### src/rtl/oppt_pkg.sv
package oppt_pkg;

  typedef enum logic [2:0] {
    ST_IDLE      = 3'd0,
    ST_ENT_RATIO = 3'd1,
    ST_ENT_VID   = 3'd2,
    ST_LOW       = 3'd3,
    ST_EXT_VID   = 3'd4,
    ST_EXT_RATIO = 3'd5
  } seq_state_e;

  function automatic logic exit_can_queue(seq_state_e s);
    return (s == ST_ENT_RATIO) || (s == ST_ENT_VID) || (s == ST_LOW);
  endfunction

endpackage

### src/rtl/oppt_settle_timer.sv
module oppt_settle_timer #(
  parameter int CNT_W = 8
) (
  input  logic             clk,
  input  logic             rst,
  input  logic             load,
  input  logic [CNT_W-1:0] load_val,
  output logic             expired
);

  logic [CNT_W-1:0] cnt_q;

  always_ff @(posedge clk) begin
    if (rst) begin
      cnt_q <= '0;
    end else if (load) begin
      cnt_q <= load_val;
    end else if (cnt_q != '0) begin
      cnt_q <= cnt_q - 1'b1;
    end
  end

  assign expired = (cnt_q == '0);

  // without a load, the count only ever moves down
  a_r4_count_down: assert property (@(posedge clk) disable iff (rst)
    (!load && cnt_q != '0) |=> (cnt_q == $past(cnt_q) - 1'b1));

endmodule

### src/rtl/oppt_step_fsm.sv
module oppt_step_fsm
  import oppt_pkg::*;
(
  input  logic       clk,
  input  logic       rst,
  input  logic       enter_req,
  input  logic       exit_req,
  input  logic       snoop_hold,
  input  logic       ratio_lock,
  input  logic       settle_done,
  output seq_state_e state,
  output logic       cap_entry,
  output logic       set_low_vid,
  output logic       restore_vid,
  output logic       restore_ratio,
  output logic       timer_load,
  output logic       enter_done,
  output logic       exit_done
);

  seq_state_e state_q, state_d;
  logic       pend_q;
  logic       go_exit;

  assign go_exit = (state_q == ST_LOW) && (exit_req || pend_q) && !snoop_hold;

  always_comb begin
    state_d       = state_q;
    cap_entry     = 1'b0;
    set_low_vid   = 1'b0;
    restore_vid   = 1'b0;
    restore_ratio = 1'b0;
    timer_load    = 1'b0;
    unique case (state_q)
      ST_IDLE: if (enter_req) begin
        cap_entry = 1'b1;
        state_d   = ST_ENT_RATIO;
      end
      ST_ENT_RATIO: if (ratio_lock) begin
        set_low_vid = 1'b1;
        timer_load  = 1'b1;
        state_d     = ST_ENT_VID;
      end
      ST_ENT_VID: if (settle_done) state_d = ST_LOW;
      ST_LOW: if (go_exit) begin
        restore_vid = 1'b1;
        timer_load  = 1'b1;
        state_d     = ST_EXT_VID;
      end
      ST_EXT_VID: if (settle_done) begin
        restore_ratio = 1'b1;
        state_d       = ST_EXT_RATIO;
      end
      ST_EXT_RATIO: if (ratio_lock) state_d = ST_IDLE;
      default: state_d = ST_IDLE;
    endcase
  end

  always_ff @(posedge clk) begin
    if (rst) begin
      state_q    <= ST_IDLE;
      pend_q     <= 1'b0;
      enter_done <= 1'b0;
      exit_done  <= 1'b0;
    end else begin
      state_q   <= state_d;
      exit_done <= (state_q == ST_EXT_RATIO) && ratio_lock;
      if (go_exit)
        pend_q <= 1'b0;
      else if (exit_req && exit_can_queue(state_q))
        pend_q <= 1'b1;
      if (state_q == ST_ENT_VID && settle_done)
        enter_done <= 1'b1;
      else if (go_exit)
        enter_done <= 1'b0;
    end
  end

  assign state = state_q;

  // a request seen in idle never leaves an exit pending
  a_r9_no_idle_pend: assert property (@(posedge clk) disable iff (rst)
    (state_q == ST_IDLE) |=> !pend_q);

  // the completion flag lasts one cycle
  a_r6_exit_pulse: assert property (@(posedge clk) disable iff (rst)
    exit_done |=> !exit_done);

endmodule

### src/rtl/oppt_point_regs.sv
module oppt_point_regs #(
  parameter int RATIO_W   = 6,
  parameter int VID_W     = 7,
  parameter int DEF_RATIO = 12,
  parameter int DEF_VID   = 40
) (
  input  logic               clk,
  input  logic               rst,
  input  logic               cap_entry,
  input  logic               set_low_vid,
  input  logic               restore_vid,
  input  logic               restore_ratio,
  input  logic [RATIO_W-1:0] low_ratio_in,
  input  logic [VID_W-1:0]   low_vid_in,
  output logic [RATIO_W-1:0] ratio_out,
  output logic [VID_W-1:0]   vid_out
);

  localparam logic [RATIO_W-1:0] RST_RATIO = RATIO_W'(DEF_RATIO);
  localparam logic [VID_W-1:0]   RST_VID   = VID_W'(DEF_VID);

  logic [RATIO_W-1:0] ratio_q, save_ratio_q;
  logic [VID_W-1:0]   vid_q, save_vid_q, tgt_vid_q;

  always_ff @(posedge clk) begin
    if (rst) begin
      ratio_q      <= RST_RATIO;
      save_ratio_q <= '0;
    end else if (cap_entry) begin
      save_ratio_q <= ratio_q;
      ratio_q      <= low_ratio_in;
    end else if (restore_ratio) begin
      ratio_q <= save_ratio_q;
    end
  end

  always_ff @(posedge clk) begin
    if (rst) begin
      vid_q      <= RST_VID;
      save_vid_q <= '0;
      tgt_vid_q  <= '0;
    end else if (cap_entry) begin
      save_vid_q <= vid_q;
      tgt_vid_q  <= low_vid_in;
    end else if (set_low_vid) begin
      vid_q <= tgt_vid_q;
    end else if (restore_vid) begin
      vid_q <= save_vid_q;
    end
  end

  assign ratio_out = ratio_q;
  assign vid_out   = vid_q;

  // the multiplier step at entry leaves the voltage alone
  a_r2_entry_keeps_vid: assert property (@(posedge clk) disable iff (rst)
    cap_entry |=> $stable(vid_q));

  // the multiplier is restored only once the voltage is back
  a_r6_vid_before_ratio: assert property (@(posedge clk) disable iff (rst)
    restore_ratio |-> (vid_q == save_vid_q));

  // the voltage restore leaves the low multiplier in place
  a_r5_ratio_held: assert property (@(posedge clk) disable iff (rst)
    restore_vid |=> $stable(ratio_q));

endmodule

### src/rtl/oppt_sequencer.sv
module oppt_sequencer
  import oppt_pkg::*;
#(
  parameter int RATIO_W   = 6,
  parameter int VID_W     = 7,
  parameter int CNT_W     = 8,
  parameter int DEF_RATIO = 12,
  parameter int DEF_VID   = 40
) (
  input  logic               clk,
  input  logic               rst,
  input  logic               enter_req,
  input  logic               exit_req,
  input  logic               snoop_hold,
  input  logic               ratio_lock,
  input  logic [RATIO_W-1:0] low_ratio,
  input  logic [VID_W-1:0]   low_vid,
  input  logic [CNT_W-1:0]   settle_cycles,
  output logic [RATIO_W-1:0] ratio_out,
  output logic [VID_W-1:0]   vid_out,
  output logic               enter_done,
  output logic               exit_done
);

  seq_state_e state;
  logic cap_entry, set_low_vid, restore_vid, restore_ratio, timer_load;
  logic settle_done;

  oppt_step_fsm u_fsm (
    .clk          (clk),
    .rst          (rst),
    .enter_req    (enter_req),
    .exit_req     (exit_req),
    .snoop_hold   (snoop_hold),
    .ratio_lock   (ratio_lock),
    .settle_done  (settle_done),
    .state        (state),
    .cap_entry    (cap_entry),
    .set_low_vid  (set_low_vid),
    .restore_vid  (restore_vid),
    .restore_ratio(restore_ratio),
    .timer_load   (timer_load),
    .enter_done   (enter_done),
    .exit_done    (exit_done)
  );

  oppt_settle_timer #(.CNT_W(CNT_W)) u_timer (
    .clk     (clk),
    .rst     (rst),
    .load    (timer_load),
    .load_val(settle_cycles),
    .expired (settle_done)
  );

  oppt_point_regs #(
    .RATIO_W  (RATIO_W),
    .VID_W    (VID_W),
    .DEF_RATIO(DEF_RATIO),
    .DEF_VID  (DEF_VID)
  ) u_regs (
    .clk          (clk),
    .rst          (rst),
    .cap_entry    (cap_entry),
    .set_low_vid  (set_low_vid),
    .restore_vid  (restore_vid),
    .restore_ratio(restore_ratio),
    .low_ratio_in (low_ratio),
    .low_vid_in   (low_vid),
    .ratio_out    (ratio_out),
    .vid_out      (vid_out)
  );

  // reset leaves the default point and no done flag
  a_r1_reset_point: assert property (@(posedge clk)
    rst |=> (ratio_out == RATIO_W'(DEF_RATIO) && vid_out == VID_W'(DEF_VID)
             && !enter_done && !exit_done));

  // the voltage waits for multiplier lock
  a_r3_vid_waits_lock: assert property (@(posedge clk) disable iff (rst)
    (state == ST_ENT_RATIO && !ratio_lock) |=> $stable(vid_out));

  // no completion while the settle count runs
  a_r4_settle_gate: assert property (@(posedge clk) disable iff (rst)
    (state == ST_ENT_VID && !settle_done) |=> !enter_done);

  // the reduced point is frozen during a snoop
  a_r7_snoop_freeze: assert property (@(posedge clk) disable iff (rst)
    (state == ST_LOW && snoop_hold) |=> ($stable(vid_out) && $stable(ratio_out)));

  // the two completion flags never overlap
  a_r6_done_exclusive: assert property (@(posedge clk) disable iff (rst)
    !(enter_done && exit_done));

endmodule

### config.mk
export PLATFORM = sky130hd
export DESIGN_NAME = oppt_sequencer
export DESIGN_NICKNAME = d
export VERILOG_FILES = /design/src/rtl/oppt_pkg.sv /design/src/rtl/oppt_settle_timer.sv /design/src/rtl/oppt_step_fsm.sv /design/src/rtl/oppt_point_regs.sv /design/src/rtl/oppt_sequencer.sv
export SDC_FILE = /design/constraint.sdc
export NUM_CORES = 1
export LEC_CHECK = 0
export BUFFER_PORTS_ARGS = -buffer_cell sky130_fd_sc_hd__buf_2
export CAP_MARGIN = 20
export CORE_MARGIN = 2
export CORE_UTILIZATION = 53
export CTS_CLUSTER_SIZE = 30
export DETAILED_ROUTE_END_ITERATION = 8
export PLACE_DENSITY = 0.78
export REMOVE_ABC_BUFFERS = 1
export SLEW_MARGIN = 20
export SYNTH_ARGS = -nofsm -noshare
export SYNTH_HDL_FRONTEND = slang
export SYNTH_SLANG_ARGS = --single-unit
export TNS_END_PERCENT = 50
### constraint.sdc
create_clock -name clk -period 2.5 [get_ports clk]
set_input_delay 0.5 -clock clk [delete_from_list [all_inputs] [get_ports clk]]
set_output_delay 0.5 -clock clk [all_outputs]
set_load 0.02 [all_outputs]
== Word level (Yosys, flattened, before mapping) ==
Cells that the tools add are included.

* Mux-type cells: 24
* Bitwise logic cells: 1
* Add/subtract/negate cells: 1
* Eq/ne operators: 11
* Reductions and logical operators: 19

{| class="wikitable"
|+ Operators by type and width
! cell !! number
|-
| 2-to-1 mux 3 bit || 6
|-
| case mux 3 bit (6 select lines) || 1
|-
| 2-to-1 mux 8 bit || 2
|-
| 2-to-1 mux 7 bit || 2
|-
| 2-to-1 mux 6 bit || 2
|-
| 2-to-1 mux 1 bit || 10
|-
| logical NOT 8 bit || 1
|-
| nonzero test 2 bit || 4
|-
| nonzero test 8 bit || 1
|-
| subtractor 8 x 1 -> 8 bit (second input constant) || 1
|-
| == test 3 x 2 -> 1 bit (second input constant) || 2
|-
| == test 3 bit (second input constant) || 2
|-
| != test 2 x 1 -> 1 bit (second input constant) || 3
|-
| != test 2 bit (second input constant) || 3
|-
| AND reduction 6 bit || 1
|-
| logical AND 1 bit || 5
|-
| == test 3 x 1 -> 1 bit (second input constant) || 1
|-
| logical NOT 3 bit || 1
|-
| logical OR 1 bit || 3
|-
| case mux 1 bit (2 select lines) || 1
|-
| AND reduction 2 bit || 1
|-
| OR reduction 2 bit || 1
|-
| logical NOT 1 bit || 1
|-
| NOT 1 bit || 1
|}

* Bits in registers: 47
* Input port bits: 27
* Logic and storage cells: 66

== Logic depth before layout (Yosys ltp) ==
* Word-level depth: 7
* Gate-level depth with buffers: 7

== By module ==
From an unflattened synthesis, not the netlist that was laid out.

* Cell total of the unflattened synthesis: 216
* Area total of the unflattened synthesis: 2152.1 µm²

{| class="wikitable"
|+ Modules (own cells, without submodules)
! module !! times used !! cells each !! seq. area each (µm²) !! area an instance (µm²)
|-
| oppt_point_regs || 1 || 129 || 660.6 || 1368.8
|-
| oppt_settle_timer || 1 || 53 || 160.2 || 475.5
|-
| oppt_step_fsm || 1 || 34 || 120.1 || 307.8
|}

== Worst setup path after synthesis ==
Ideal clock, no wire load.

* Kind: flip-flop to flip-flop
* Start point: reg u_timer.cnt_q[0]
* End point: reg u_fsm.enter_done
* Clock period less this slack: 1.841 ns
* Data arrival time: 1.771 ns
* Stages on the path, launching flop included: 8
* Path slack: 0.659 ns
* Setup time: 0.070 ns
* Cells stage by stage: dfxtp_1 > inv_1 > ha_1 > or3b_2 > or2_1 > buf_6 > or3_1 > a21oi_1

* Cells in the longest elaborated chain, start to end: 3

{| class="wikitable"
|+ Ends and longest elaborated chain
! what !! line !! RTL
|-
| from (decl) || oppt_settle_timer.sv:11 || <nowiki>logic [CNT_W-1:0] cnt_q;</nowiki>
|-
| from (signal assigned) || oppt_settle_timer.sv:17 || <nowiki>cnt_q <= load_val;</nowiki>
|-
| from (signal assigned) || oppt_settle_timer.sv:19 || <nowiki>cnt_q <= cnt_q - 1'b1;</nowiki>
|-
| logical NOT 8 bit (*) || oppt_settle_timer.sv:23 || <nowiki>assign expired = (cnt_q == '0);</nowiki>
|-
| logical AND 1 bit (*) || oppt_step_fsm.sv:72 || <nowiki>if (state_q == ST_ENT_VID && settle_done)</nowiki>
|-
| 2-to-1 mux 1 bit / nonzero test 2 bit (equally long branches) || - ||
|-
| to (signal assigned) || oppt_step_fsm.sv:63 || <nowiki>enter_done <= 1'b0;</nowiki>
|-
| to (signal assigned) || oppt_step_fsm.sv:73 || <nowiki>enter_done <= 1'b1;</nowiki>
|-
| to (signal assigned) || oppt_step_fsm.sv:75 || <nowiki>enter_done <= 1'b0;</nowiki>
|-
| to (decl) || oppt_step_fsm.sv:17 || <nowiki>output logic enter_done,</nowiki>
|}

Every way passes the cells marked *; elsewhere a longest branch is shown, timed or not.
A chain may end at the register's enable or synchronous reset.

== Final worst setup path ==
* Start point: reg u_timer.cnt_q[0]
* End point: reg u_regs.ratio_q[3], in the netlist u_regs.ratio_out[3]

* Cells in the longest elaborated chain, start to end: 4

{| class="wikitable"
|+ Ends and longest elaborated chain
! what !! line !! RTL
|-
| logical NOT 8 bit || oppt_settle_timer.sv:23 ||
|-
| 2-to-1 mux 1 bit || oppt_step_fsm.sv:50 || <nowiki>ST_EXT_VID: if (settle_done) begin</nowiki>
|-
| 2-to-1 mux 1 bit || oppt_step_fsm.sv:34 || <nowiki>unique case (state_q)</nowiki>
|-
| nonzero test 2 bit (no source line) || - ||
|-
| to (signal assigned) || oppt_point_regs.sv:31 || <nowiki>ratio_q <= low_ratio_in;</nowiki>
|-
| to (signal assigned) || oppt_point_regs.sv:33 || <nowiki>ratio_q <= save_ratio_q;</nowiki>
|-
| to (decl) || oppt_point_regs.sv:22 || <nowiki>logic [RATIO_W-1:0] ratio_q, save_ratio_q;</nowiki>
|}

No other way between the ends.

==> flow_summary.yaml <==
status:
  status: "finished, final reports clean"
drt:
  wire_per_inst_um: 13.0
  post-route-drc-count: 0
  via_per_inst: 5.45
  vias: 1799
  antenna_left: 0
  drt_wl_total_um: 4280
  drtIter0Drc: 125
  drt-pass1-iter-count: 4
clock_tree:
  clk_path_buf_depth: 2
  cts_tree: "built"
  clock-sinks: 47
  cts_hold_buf: 0
  h-tree-depth: 2
  post_cts_resized: 0
  clockRootBuffer: "clkbuf_8"
  clock_latency_ps: 310
  post_cts_buffers: 0
  cts_buffers: 5
  path_clk_slew_ps: 90
synth:
  seq_area_frac_synth_pct: 46.9
  synthXorXnorAreaFrac_pct: 2.18
  synth_area_leaders: "dfxtp_1 47%, nand2_1 10%, a21oi_1 8.5%, mux2i_1 4.0%, o21ai_0 3.2%"
  muxShareOfSynthArea_pct: 4.00
  synthAdderAreaFrac_pct: 1.25
  synthCells: 242
  ys_ff_latch: 47
  ys_warn_count: 0
  netlist.top_cell.by_area: "dfxtp_1"
  synth_top_family_by_area: "simple AND/OR/NAND/NOR gates"
  netlist.area_leader.share_pct: 46.9
  syn_avg_cell_area_um2: 8.28
  synth-compound-area-share_pct: 18.0
  yosys.area_share.simple_pct: 23.7
  ys_types: 39
  synth_area_um2: 2000
timing:
  hold_viol: 0
  slew_violations: 0
  relSlewSlack_pct: 61.1
  tightest_slew_ps: 583
  postLayoutSetupSlackWorst_ps: 430
  finalCriticalPeriod_ps: 2070
  rsz0062_at_grt: "false"
  fin_setup_tns_ps: 0
  fin_crit_sh_pct: 82.8
  setup_violations: 0
  clock_skew_ps: 5.79
  max_freq_ghz: 0.483
place:
  place.gp.congestion: 0.913
  place_hpwl_um: 2840
  dp.cells: 322
  place.port_buffers: 41
  detailedPlace.worstSlack_ps: 464
power:
  ir_worst_vdd_mv: 0.527
  p_per_area_nw_per_um2: 895
  p_leak_nw: 0.936
grt:
  grt.total_usage_pct: 21.7
  grt_pass1_vias: 1664
  grt_pass1_wl_um: 7190
  antenna_found_initial: 0
  grt_max_degree: 36
  overflow: 0
die:
  core_um2: 3660
  fp.dieW_um: 65.5
  die_h_um: 65.5
  row_count: 22
  fp.dieArea_um2: 4290
  start_util_pct: 54.8
  ios: 42
worst_setup_path:
  cp_max_fo: 9
  arrival_ps: 2230
  critPathLaunchType: "flip-flop"
  endpoint_kind: "flip-flop"
  worstPathRequired_ps: 2660
  worst-setup-path-type: "reg -> reg"
job:
  maxCapViolCount: 0
finish:
  synthToLayoutAreaGrowth_pct: 17.9
  nets: 310
  drive_gt1_share_pct: 22.0
  layoutNonFillerInstCount: 330
  diodes: 0
min_path:
  min-delay-path-class: "in -> reg"
## cells in the final DEF (no fill, tap or decap), types with 2 or more instances in the layout
| cell type | n |
|---|---|
| nor3_1 | 9 |
| xnor2_1 | 2 |
| a311oi_1 | 4 |
| dfxtp_1 | 47 |
| nand2_1 | 56 |
| a21oi_1 | 34 |
| buf_4 | 5 |
| or3b_2 | 2 |
| nor2_1 | 6 |
| clkbuf_8 | 5 |
| nor3b_1 | 3 |
| inv_6 | 2 |
| nor4_1 | 4 |
| nand3b_1 | 2 |
| ha_1 | 2 |
| mux2i_1 | 8 |
| buf_2 | 41 |
| o21ai_0 | 13 |
| inv_1 | 4 |
| nand3_1 | 7 |
| xor2_1 | 3 |
| a41oi_1 | 2 |
## final cells by class
class,instances,area (um2)
Sequential cell,47,941
Clock buffer,5,68.8
Clock inverter,3,22.5
Inverter,4,15.0
Timing Repair Buffer,47,263
Fill cell,346,1300
Tap cell,48,60.1
Multi-Input combinational cell,176,993
## synth_stat cells
| cell type | number |
|---|---|
| o21ai_0 | 13 |
| nand2_1 | 56 |
| ha_1 | 2 |
| a21oi_1 | 34 |
| mux2i_1 | 8 |
| o21bai_1 | 1 |
| clkbuf_1 | 14 |
| o22ai_1 | 1 |
| o21a_1 | 1 |
| buf_6 | 1 |
| o221ai_1 | 1 |
| o31ai_1 | 1 |
| nor3b_1 | 3 |
| nand2b_1 | 1 |
| nor4b_2 | 1 |
| o311a_1 | 1 |
| and3_1 | 1 |
| or4_1 | 1 |
| o21ba_2 | 1 |
| nor3_1 | 9 |
| nor2_1 | 6 |
| a311oi_1 | 4 |
| a41oi_1 | 2 |
| inv_1 | 4 |
| or3_1 | 1 |
| or4_4 | 1 |
| nand3b_1 | 2 |
| o21ai_2 | 1 |
| nand4bb_1 | 1 |
| xor2_1 | 3 |
| a31oi_1 | 1 |
| nor4_1 | 4 |
| nand3_1 | 7 |
| or2_1 | 1 |
| or3b_2 | 2 |
| dfxtp_1 | 47 |
| xnor2_1 | 2 |
| nor2_2 | 1 |
| and2_1 | 1 |
## per-stage QoR
step                hold WS (ps)  util (%)  power (mW)  instance area [um2]
floorplan                    427         -        1.46                 1940
global placement             439      62.1        1.63                 2270
detailed placement           444      62.1        1.63                 2270
CTS                          408      64.6        2.12                 2360
global route                 428      64.6        2.24                 2360
finish                       409      64.6        2.12                 2360
## cells by family after synthesis
logic type	count (synthesis)
flip-flops	47
AND/OR/NAND/NOR	99
multiplexers	8
buffers and inverters	19
XOR/XNOR	5
AO/OA/AOI/OAI	62
adder cells (fa/ha/maj)	2
## sequential cells by signal, indices dropped and copies added, names as in the netlist
register and cells:
u_fsm.exit_done 1, u_timer.cnt_q 8, u_regs.save_vid_q 7, u_regs.ratio_out 6, u_regs.vid_out 7, u_regs.tgt_vid_q 7
u_fsm.enter_done 1, u_fsm.state 3, u_regs.save_ratio_q 6, u_fsm.pend_q 1
## critical path: stages, from the launching register on
cell and delay, ps:
dfxtp_1 360, inv_1 100, ha_1 160, or3b_2 480, or2_1 350, o21ai_2 330
a41oi_1 150
## where the power goes
| part | total (mW) | switching (mW) | internal, mW | leakage (nW) |
|---|---|---|---|---|
| Clock | 0.480 | 0.277 | 0.203 | 0.0489 |
| Combinational | 0.661 | 0.358 | 0.303 | 0.502 |
| Sequential | 0.975 | 0.110 | 0.865 | 0.385 |
## final timing paths
path                       start                  end  slack [ps]  cells after the start
max reg2reg     u_timer.cnt_q[0]  u_regs.ratio_out[3]         430                      6
min             settle_cycles[5]     u_timer.cnt_q[5]         410                      3
min reg2reg  u_regs.tgt_vid_q[6]  u_regs.tgt_vid_q[6]         460                      2
max             u_timer.cnt_q[0]  u_regs.ratio_out[3]         430                      6
## metal layers
layer / part of all wire [%] / global-route usage [%]
met1: 48 / 27.1
met2: 46 / 36.9
met3: 4.3 / 4.28
met4: 1.6 / 8.33
met5: 0 / 0
No activity file was read; power rests on OpenSTA's default activity.
